===== config.mk =====
export PLATFORM = sky130hd
export DESIGN_NAME = vcap_top
export DESIGN_NICKNAME = d
export VERILOG_FILES = /design/src/rtl/vcap_pkg.sv /design/src/rtl/vcap_sync_edge.sv /design/src/rtl/vcap_fmt.sv /design/src/rtl/vcap_line_trk.sv /design/src/rtl/vcap_top.sv
export SDC_FILE = /design/constraint.sdc
export NUM_CORES = 1
export LEC_CHECK = 0
export BUFFER_PORTS_ARGS = -buffer_cell sky130_fd_sc_hd__buf_2
export CORE_UTILIZATION = 52
export CTS_BUF_LIST = sky130_fd_sc_hd__clkbuf_16
export DETAILED_ROUTE_END_ITERATION = 16
export PLACE_DENSITY = 0.74
export SLEW_MARGIN = 40
export SYNTH_ARGS = -nofsm -noshare
export SYNTH_HDL_FRONTEND = slang
export SYNTH_HIERARCHICAL = 1
export SYNTH_SLANG_ARGS = --single-unit

===== constraint.sdc =====
create_clock -name clk -period 2.6 [get_ports clk]
set_input_delay 0.78 -clock clk [delete_from_list [all_inputs] [get_ports clk]]
set_output_delay 0.78 -clock clk [all_outputs]
set_load 0.01 [all_outputs]

===== src/rtl/vcap_pkg.sv =====
package vcap_pkg;

  localparam int BUS_W  = 16;
  localparam int BYTE_W = 8;

  typedef enum logic [1:0] {
    FMT_GRAY8  = 2'd0,
    FMT_GRAY14 = 2'd1,
    FMT_GRAY16 = 2'd2,
    FMT_YCC422 = 2'd3
  } fmt_e;

  typedef struct packed {
    logic [BUS_W-1:0]  gray;
    logic [BYTE_W-1:0] luma;
    logic [BYTE_W-1:0] chroma;
    logic              cr;
  } pix_t;

endpackage


===== src/rtl/vcap_sync_edge.sv =====
module vcap_sync_edge (
  input  logic clk,
  input  logic rst,
  input  logic sync_in,
  input  logic fall_sel,
  output logic edge_hit
);

  logic smp_q;
  logic smp_qq;

  always_ff @(posedge clk) begin
    if (rst) begin
      smp_q  <= 1'b0;
      smp_qq <= 1'b0;
    end else begin
      smp_q  <= sync_in;
      smp_qq <= smp_q;
    end
  end

  // compare the current sample against the previous one
  assign edge_hit = fall_sel ? (~smp_q & smp_qq) : (smp_q & ~smp_qq);

endmodule


===== src/rtl/vcap_fmt.sv =====
module vcap_fmt
  import vcap_pkg::*;
(
  input  logic [BUS_W-1:0] raw,
  input  fmt_e             mode,
  input  logic             col_odd,
  output pix_t             pix
);

  always_comb begin
    pix = '0;
    unique case (mode)
      FMT_GRAY8:  pix.gray = {{(BUS_W-8){1'b0}},  raw[7:0]};
      FMT_GRAY14: pix.gray = {{(BUS_W-14){1'b0}}, raw[13:0]};
      FMT_GRAY16: pix.gray = raw;
      FMT_YCC422: begin
        pix.luma   = raw[BUS_W-1 -: BYTE_W];
        pix.chroma = raw[BYTE_W-1:0];
        pix.cr     = col_odd;
      end
    endcase
  end

endmodule


===== src/rtl/vcap_line_trk.sv =====
module vcap_line_trk #(
  parameter int CNT_W      = 13,
  parameter int BLANK_W    = 8,
  parameter int MAX_W      = 4112,
  parameter int MAX_H      = 3040,
  parameter int ALIGN_LOG2 = 3
) (
  input  logic               clk,
  input  logic               rst,
  input  logic               hs_edge,
  input  logic               vs_edge,
  input  logic [BLANK_W-1:0] cfg_hblank,
  output logic               pix_ok,
  output logic               pix_sol,
  output logic               pix_sof,
  output logic               pix_odd,
  output logic               line_end,
  output logic               frame_done,
  output logic [CNT_W-1:0]   meas_w,
  output logic [CNT_W-1:0]   meas_h,
  output logic               dim_err
);

  localparam logic [CNT_W-1:0] CNT_MAX = {CNT_W{1'b1}};
  localparam logic [CNT_W-1:0] LIM_W   = CNT_W'(MAX_W);
  localparam logic [CNT_W-1:0] LIM_H   = CNT_W'(MAX_H);

  logic               in_frame;
  logic               active;
  logic               sof_arm;
  logic [BLANK_W-1:0] blank_cnt;
  logic [CNT_W-1:0]   pix_cnt;
  logic [CNT_W-1:0]   line_cnt;
  logic [CNT_W-1:0]   last_w;

  logic               any_edge;
  logic               line_has;
  logic [CNT_W-1:0]   cur_w;
  logic [CNT_W-1:0]   cur_h;
  logic               cur_bad;

  function automatic logic [CNT_W-1:0] sat_inc(input logic [CNT_W-1:0] v);
    return (v == CNT_MAX) ? v : v + 1'b1;
  endfunction

  assign any_edge = hs_edge | vs_edge;
  assign pix_ok   = active & ~any_edge;
  assign pix_sol  = pix_ok & (pix_cnt == '0);
  assign pix_sof  = pix_ok & sof_arm;
  assign pix_odd  = pix_cnt[0];
  assign line_end = any_edge;

  assign line_has = (pix_cnt != '0);
  assign cur_w    = line_has ? pix_cnt : last_w;
  assign cur_h    = line_has ? sat_inc(line_cnt) : line_cnt;
  assign cur_bad  = (cur_w == '0) || (cur_h == '0) ||
                    (cur_w[ALIGN_LOG2-1:0] != '0) ||
                    (cur_h[ALIGN_LOG2-1:0] != '0) ||
                    (cur_w > LIM_W) || (cur_h > LIM_H);

  always_ff @(posedge clk) begin
    if (rst) begin
      in_frame   <= 1'b0;
      active     <= 1'b0;
      sof_arm    <= 1'b0;
      blank_cnt  <= '0;
      pix_cnt    <= '0;
      line_cnt   <= '0;
      last_w     <= '0;
      frame_done <= 1'b0;
      meas_w     <= '0;
      meas_h     <= '0;
      dim_err    <= 1'b0;
    end else begin
      frame_done <= 1'b0;
      if (any_edge) begin
        if (line_has) begin
          line_cnt <= sat_inc(line_cnt);
          last_w   <= pix_cnt;
        end
        pix_cnt   <= '0;
        active    <= 1'b0;
        blank_cnt <= '0;
        if (vs_edge) begin
          if (in_frame) begin
            frame_done <= 1'b1;
            meas_w     <= cur_w;
            meas_h     <= cur_h;
            dim_err    <= cur_bad;
          end
          in_frame <= 1'b1;
          sof_arm  <= 1'b1;
          line_cnt <= '0;
          last_w   <= '0;
        end
        if (hs_edge && (in_frame || vs_edge)) begin
          if (cfg_hblank == '0) active    <= 1'b1;
          else                  blank_cnt <= cfg_hblank;
        end
      end else begin
        if (blank_cnt != '0) begin
          blank_cnt <= blank_cnt - 1'b1;
          if (blank_cnt == BLANK_W'(1)) active <= 1'b1;
        end
        if (active) begin
          pix_cnt <= sat_inc(pix_cnt);
          sof_arm <= 1'b0;
        end
      end
    end
  end

  AST_BLANK_EXCL: assert property (@(posedge clk) disable iff (rst)
    !(active && (blank_cnt != '0)));

  AST_DONE_PULSE: assert property (@(posedge clk) disable iff (rst)
    frame_done |=> !frame_done);

endmodule


===== src/rtl/vcap_top.sv =====
module vcap_top
  import vcap_pkg::*;
#(
  parameter int CNT_W      = 13,
  parameter int BLANK_W    = 8,
  parameter int MAX_W      = 4112,
  parameter int MAX_H      = 3040,
  parameter int ALIGN_LOG2 = 3
) (
  input  logic               clk,
  input  logic               rst,
  input  logic [1:0]         cfg_fmt,
  input  logic               cfg_vs_fall,
  input  logic               cfg_hs_fall,
  input  logic [BLANK_W-1:0] cfg_hblank,
  input  logic [15:0]        vid_data,
  input  logic               vid_vsync,
  input  logic               vid_hsync,
  input  logic               vid_field,
  input  logic               vid_dvalid,
  output logic               pix_valid,
  output logic               pix_sof,
  output logic               pix_sol,
  output logic               pix_eol,
  output logic [15:0]        pix_gray,
  output logic [7:0]         pix_luma,
  output logic [7:0]         pix_chroma,
  output logic               pix_cr,
  output logic               frm_done,
  output logic [CNT_W-1:0]   frm_width,
  output logic [CNT_W-1:0]   frm_height,
  output logic               frm_dim_err
);

  localparam int N_SYNC = 2;
  localparam int IDX_VS = 1;
  localparam int IDX_HS = 0;

  // field and data-enable pins are intentionally not used
  logic unused_side;
  assign unused_side = vid_field ^ vid_dvalid;

  logic [BUS_W-1:0]  data_q;
  logic [N_SYNC-1:0] sync_raw;
  logic [N_SYNC-1:0] sync_fall;
  logic [N_SYNC-1:0] sync_hit;

  assign sync_raw  = {vid_vsync, vid_hsync};
  assign sync_fall = {cfg_vs_fall, cfg_hs_fall};

  always_ff @(posedge clk) begin
    if (rst) data_q <= '0;
    else     data_q <= vid_data;
  end

  for (genvar g = 0; g < N_SYNC; g++) begin : g_sync
    vcap_sync_edge u_edge (
      .clk      (clk),
      .rst      (rst),
      .sync_in  (sync_raw[g]),
      .fall_sel (sync_fall[g]),
      .edge_hit (sync_hit[g])
    );
  end

  logic pix_ok, t_sol, t_sof, t_odd, line_end;

  vcap_line_trk #(
    .CNT_W      (CNT_W),
    .BLANK_W    (BLANK_W),
    .MAX_W      (MAX_W),
    .MAX_H      (MAX_H),
    .ALIGN_LOG2 (ALIGN_LOG2)
  ) u_trk (
    .clk        (clk),
    .rst        (rst),
    .hs_edge    (sync_hit[IDX_HS]),
    .vs_edge    (sync_hit[IDX_VS]),
    .cfg_hblank (cfg_hblank),
    .pix_ok     (pix_ok),
    .pix_sol    (t_sol),
    .pix_sof    (t_sof),
    .pix_odd    (t_odd),
    .line_end   (line_end),
    .frame_done (frm_done),
    .meas_w     (frm_width),
    .meas_h     (frm_height),
    .dim_err    (frm_dim_err)
  );

  pix_t fmt_pix;

  vcap_fmt u_fmt (
    .raw     (data_q),
    .mode    (fmt_e'(cfg_fmt)),
    .col_odd (t_odd),
    .pix     (fmt_pix)
  );

  // one-pixel hold so the last pixel of a line can carry its end marker
  pix_t hold_pix;
  logic hold_v, hold_sof, hold_sol;

  always_ff @(posedge clk) begin
    if (rst) begin
      hold_v     <= 1'b0;
      hold_sof   <= 1'b0;
      hold_sol   <= 1'b0;
      hold_pix   <= '0;
      pix_valid  <= 1'b0;
      pix_sof    <= 1'b0;
      pix_sol    <= 1'b0;
      pix_eol    <= 1'b0;
      pix_gray   <= '0;
      pix_luma   <= '0;
      pix_chroma <= '0;
      pix_cr     <= 1'b0;
    end else begin
      pix_valid <= 1'b0;
      pix_sof   <= 1'b0;
      pix_sol   <= 1'b0;
      pix_eol   <= 1'b0;
      if (hold_v && (pix_ok || line_end)) begin
        pix_valid  <= 1'b1;
        pix_sof    <= hold_sof;
        pix_sol    <= hold_sol;
        pix_eol    <= line_end;
        pix_gray   <= hold_pix.gray;
        pix_luma   <= hold_pix.luma;
        pix_chroma <= hold_pix.chroma;
        pix_cr     <= hold_pix.cr;
      end
      if (pix_ok) begin
        hold_v   <= 1'b1;
        hold_pix <= fmt_pix;
        hold_sof <= t_sof;
        hold_sol <= t_sol;
      end else if (line_end) begin
        hold_v <= 1'b0;
      end
    end
  end

  AST_SOF_HAS_VALID: assert property (@(posedge clk) disable iff (rst)
    pix_sof |-> pix_valid);

  AST_EOL_HAS_VALID: assert property (@(posedge clk) disable iff (rst)
    pix_eol |-> pix_valid);

  AST_GRAY8_HIGH_ZERO: assert property (@(posedge clk) disable iff (rst)
    (pix_valid && cfg_fmt == 2'd0) |-> (pix_gray[15:8] == '0));

  AST_LANES_GRAY_ONLY: assert property (@(posedge clk) disable iff (rst)
    (pix_valid && cfg_fmt != 2'd3) |-> (pix_luma == '0 && pix_chroma == '0 && !pix_cr));

  AST_ERR_WITH_DONE: assert property (@(posedge clk) disable iff (rst)
    !$stable(frm_dim_err) |-> frm_done);

endmodule


**After elaboration in Yosys (flattened, before gate mapping)**

Index checks and enable logic that the tools add are counted.

- Mux-type cells: 25
- Add/sub/neg operators: 3
- Bitwise logic cells: 16
- Reduce and logical (&&, ||, !) cells: 30
- Shift operators: 0
- Magnitude comparators: 2
- Equality and inequality tests: 7
- Multipliers: 0
- Divide/modulo/power cells: 0

Operators by type and width:

| cell | count |
|---|---|
| $mux 13 | 5 |
| $pmux 16 s3 | 1 |
| $logic_not 13->1 | 3 |
| $mux 8 | 4 |
| $add 13x1->13 const B | 2 |
| $eq 13x13->1 const B | 2 |
| $mux 17 | 1 |
| $mux 1 | 14 |
| $gt 13x12->1 const B | 1 |
| $gt 13x13->1 const B | 1 |
| $reduce_bool 13->1 | 1 |
| $eq 8x1->1 const B | 1 |
| $logic_not 8->1 | 1 |
| $not 1->1 | 8 |
| $reduce_and 2->1 | 4 |
| $reduce_bool 2->1 | 4 |
| $reduce_bool 8->1 | 1 |
| $sub 8x1->8 const B | 1 |
| $and 1x1->1 | 7 |
| $logic_or 1x1->1 | 7 |
| $reduce_bool 3->1 | 2 |
| $eq 2x2->1 const B | 2 |
| $reduce_or 2->1 | 2 |
| $reduce_and 3->1 | 1 |
| other kinds (6) | 7 |

- Register bits: 171
- RAM bits: 0
- Output and inout port bits: 65
- Bits in latches: 0
- Memories: 0
- Logic and storage cells: 114
- ROM bits: 0

**Depth between registers and ports, before layout**

- Depth in word-level cells: 10
- Mapped depth: 11
- Depth with buffers taken out: 9

**Hierarchy**

The synthesis kept the hierarchy.

Modules (own cells, without submodules):

| module | cells each | seq. area each (um2) | area an instance (um2) | times used |
|---|---|---|---|---|
| vcap_line_trk | 439 | 1,561.5 | 3,707.3 | 1 |
| vcap_top | 304 | 1,781.7 | 3,321.9 | 1 |
| vcap_fmt | 39 | 0.0 | 245.2 | 1 |
| vcap_sync_edge | 7 | 40.0 | 75.1 | 2 |

**Worst setup path after synthesis**

No wires, ideal clock.

- Path kind: reg2reg
- Start point: register u_trk.pix_cnt[0]
- End point: register u_trk.dim_err
- Arrival time: 2.536 ns
- Cell stages (with the launch flop): 12
- Library setup time: 0.120 ns
- Setup slack: -0.056 ns
- Cells stage by stage: dfxtp_1 clkbuf_1 inv_1 ha_1 nor3b_2 and4_4 buf_6 or4_4 a211oi_2 o211ai_1 o31a_1 a211o_1

- Longest elaborated chain between the ends: 8
- Elaborated cells on any way between the ends: 14
- Those cells by class: order compare: 2; mux: 2; reduce/logical: 10

Ends and longest elaborated chain:

| element | RTL line | text |
|---|---|---|
| from (decl) | vcap_line_trk.sv:32 | `logic [CNT_W-1:0] pix_cnt;` |
| from (signal assigned) | vcap_line_trk.sv:106 | `pix_cnt <= sat_inc(pix_cnt);` |
| parallel branches: the longest is 7 deep, another holds $gt 13x13->1 | -- |  |
| $logic_or 1x1->1 * | vcap_line_trk.sv:59 | `(cur_w > LIM_W) \|\| (cur_h > LIM_H);` |
| to (signal assigned) | vcap_line_trk.sv:89 | `dim_err <= cur_bad;` |
| to (decl) | vcap_line_trk.sv:21 | `output logic dim_err` |

Mark *: on every way between the ends.
A chain may end at the register's enable or synchronous reset.

**Worst setup path in the final report**

- Start point: register u_trk.pix_cnt[1]
- End point: register u_trk.dim_err

Same word-level chain as after synthesis.

==> results.txt <==
IO Port Bufs: 96
Wire length per cell: 14.79 um
CTS sink count: 171
Cell Chain, Critical Path: inv_1, ha_1, nor3b_2, and4_2, nor4_1, xnor2_1, nor2_1, o31a_1, a211o_1
Async set or reset register ratio after synthesis: 0%
Compound-Gate Fraction of Synth Area: 8.645%
Multi-input gate area: 3672 um2
Fraction of layout cells with a size suffix above 1: 19.56%
Pre-CTS setup slack: 139.6 ps
Final number of hold-violating endpoints: 0
Unrepaired setup endpoints after global routing: false
Combinational group share of total power: 11.5%
Register bit total from synthesis: 171
TritonCTS Buffers: 17
Commonest non-fill, non-tap cells in the layout: 170 x dfxtp_1, 113 x nor2_1, 95 x buf_2, 71 x nand2b_1, 70 x mux2i_1
Die Width: 121.5 um
First-pass GRT wire length: 26.24 mm
Final Critical Period: 2487 ps
Final Cycle Share: 95.66%
CP endpoint kind: flip-flop
DRC Markers: 0
I/O pins: 99
Master cell of the clock root buffer: clkbuf_16
CP Launch Type: flip-flop
Max clock buf depth: 2
Crit-path max cell delay: 410 ps
Fin util: 62.32%
Peak supply drop: 0.0004431 V
Yosys warns: 6
Int Pwr: 4.283 mW
Worst-Margin Slew: 717.8 ps
Via count: 5,743
1st-pass router iterations: 4
Post-Synth XOR/XNOR Area: 3.758%
CP max-delay cell: and4_2
Sequential-to-total area share from yosys stat: 46.11%
Worst setup path category: flip-flop to flip-flop
Site Rows: 43
Area of the core: 13,880 um2
CTS tree: built
Sequential share of power: 48.3%
Via-per-instance ratio: 5.318
Power, Total: 5.715 mW
Initial antenna violation count: 0
Clock power frac: 40.2%
Net Sw Power: 1.432 mW
Crit-path max FO: 7
Post-synth EDFFs: 0
FMAX: 402.1 MHz
Simple-gate share of the synthesized area: 26.66%
Inst Count DP: 1,048
Final Hold Slack: 460.8 ps
Worst-Skew Late Latency: 420 ps
Post-synthesis mux area share: 9.437%
Cells after Synth: 796
Net Sw Frac: 25.05%
Final cell count without fillers: 1,080
Slew HR: 51.97%
Endpoints failing setup: 0
Die Area: 14,760 um2
Slew Limit Fails: 0
Commonest non-fill, non-tap cell in the layout: dfxtp_1
Largest family of logic cells by synthesized area: simple AND/OR/NAND/NOR gates
Adder-cell share of the synthesized area: 0.8426%
Lkg Pwr: 3.347 nW
Area post-placement: 8109 um2
Initial Utilization: 53.49%
Final setup TNS: 0 ps
Mapped Area: 7425 um2
Syn nets: 835
Status: complete, no violations
Vias in the first global route: 5,386
Post-route cell area: 8651 um2
Diodes inserted: 0
Gpl congestion: 0.8829
P&R area growth vs syn: 16.52%
Pwr per Cell Area: 660.6 nW/um2
# nets final: 926
Clock transition at path regs: 60 ps
Fill count: 1,212
Post-CTS Setup Bufs: 0
Final wirelength: 15.98 mm
Drt initial violations: 408
Largest net degree at the start of global routing: 99
H-tree level count: 4
Mean Syn Cell Area: 9.327 um2
Clock Skews: 9.390 ps
Top_reg_cell synth: dfxtp_1
Total gr overflow: 0
Die Ht: 121.5 um
Crit path required time: 2910 ps
Register Area: 3425 um2
Largest delay share family, worst path: simple AND/OR/NAND/NOR gates
Detail Route Antenna Nets: 0
Number of max-cap violations: 0
Post-DP HPWL: 10.92 mm
Worst setup margin: 112.8 ps
Worst EP arrival: 2800 ps
Hold Crit Class: flip-flop to flip-flop
Buf/Inv on CP: 1
Synth unique cells: 61
Total GRT Usage: 22.86%
-- repair_timing --
action,in CTS,in global routing
endpoints found under the setup margin,0,1
hold buffers,0,0
resized for setup,0,3
-- power by group through the flow --
stage / registers [mW] / logic, mW / clock network, mW
2_1_floorplan: 2.81 / 0.500 / 0
3_3_place_gp: 2.81 / 0.642 / 0
3_5_place_dp: 2.82 / 0.653 / 0
4_1_cts: 2.76 / 0.656 / 2.34
5_1_grt: 2.77 / 0.725 / 2.47
6_report: 2.76 / 0.656 / 2.30
-- flip-flops by register name, summed over array words and instances (netlist names), 2 cells and up --
signal	flops
data_q	16
pix_chroma	8
u_trk/meas_h	13
u_trk/blank_cnt	8
hold_pix	33
pix_luma	8
u_trk/line_cnt	13
u_trk/last_w	13
g_sync.u_edge/smp_q	2
g_sync.u_edge/smp_qq	2
u_trk/meas_w	13
pix_gray	16
u_trk/pix_cnt	13
-- cell usage after synthesis (2+ instances only) --
| library cell | n | area, um2 |
|---|---|---|
| dfxtp_1 | 171 | 3423 |
| nor2_1 | 113 | 424.2 |
| nand2b_1 | 71 | 444.2 |
| mux2i_1 | 70 | 700.7 |
| nand2_1 | 34 | 127.6 |
| clkbuf_1 | 23 | 86.33 |
| a211oi_1 | 22 | 165.2 |
| and3_1 | 22 | 137.6 |
| nor2b_1 | 21 | 131.4 |
| nor3_1 | 20 | 100.1 |
| and2_1 | 18 | 112.6 |
| o21ai_0 | 16 | 80.08 |
| xor2_1 | 16 | 140.1 |
| a21oi_1 | 14 | 70.07 |
| buf_2 | 14 | 70.07 |
| xnor2_1 | 14 | 122.6 |
| nand3_1 | 12 | 60.06 |
| a22oi_1 | 10 | 75.07 |
| buf_6 | 9 | 101.4 |
| inv_1 | 9 | 33.78 |
| nand4_1 | 9 | 56.30 |
| nor4_1 | 9 | 56.30 |
| a22o_1 | 6 | 52.55 |
| or3_1 | 6 | 37.54 |
| ha_1 | 5 | 62.56 |
| buf_1 | 4 | 15.01 |
| or4_1 | 4 | 30.03 |
| a311oi_1 | 3 | 26.28 |
| and3b_1 | 3 | 26.28 |
| and4_1 | 3 | 26.28 |
| buf_4 | 3 | 22.52 |
| nor3b_1 | 3 | 22.52 |
| o21a_1 | 3 | 22.52 |
| a211o_1 | 2 | 17.52 |
| a32o_1 | 2 | 20.02 |
| a41oi_1 | 2 | 17.52 |
| nor4bb_1 | 2 | 20.02 |
| o21ai_1 | 2 | 10.01 |
| o22ai_2 | 2 | 25.02 |
| o31a_1 | 2 | 17.52 |
| or2_2 | 2 | 12.51 |
-- cell families (layout without fill, tap and decap cells) --
family                     count (synthesis)  after routing
and+or+nand+nor                          364            364
adders and majority gates                  5              5
DFF                                      171            171
muxes                                     70             70
xor gates and xnor gates                  31             31
buffers and inverters                     64            168
AOI/OAI and AO/OA                         91             91
-- final cells by class --
cell class,instances,area share (%)
repair buffers,126,8.765
inverters,10,0.4339
clock buffers,17,4.918
clock inverters,15,1.244
well taps,180,2.603
multi-input cells,561,42.45
flip-flops and latches,171,39.59
-- path summary, 6_finish.rpt --
kind / from / endpoint / slack [ps] / cells after the start
setup / recovery: u_trk/pix_cnt[1] / u_trk/dim_err / 110 / 9
hold / removal: u_trk/last_w[12] / u_trk/last_w[12] / 460 / 2
setup reg to reg: u_trk/pix_cnt[1] / u_trk/dim_err / 110 / 9
hold reg to reg: u_trk/last_w[12] / u_trk/last_w[12] / 460 / 2
-- metal layers --
layer,vias to the layer above,part of all wire [%],track usage (%)
met5,-,0,0
met4,0,2.0,8.642
met3,25,4.5,4.934
met2,119,48,36.93
met1,2679,46,29.72
li1,2920,-,-
-- tightest hold or removal path: stages, from the launching register on --
cell	delay [ps]
dfxtp_1	330
nand2_1	50
o21ai_0	60
(Power assumes the default switching activity.)
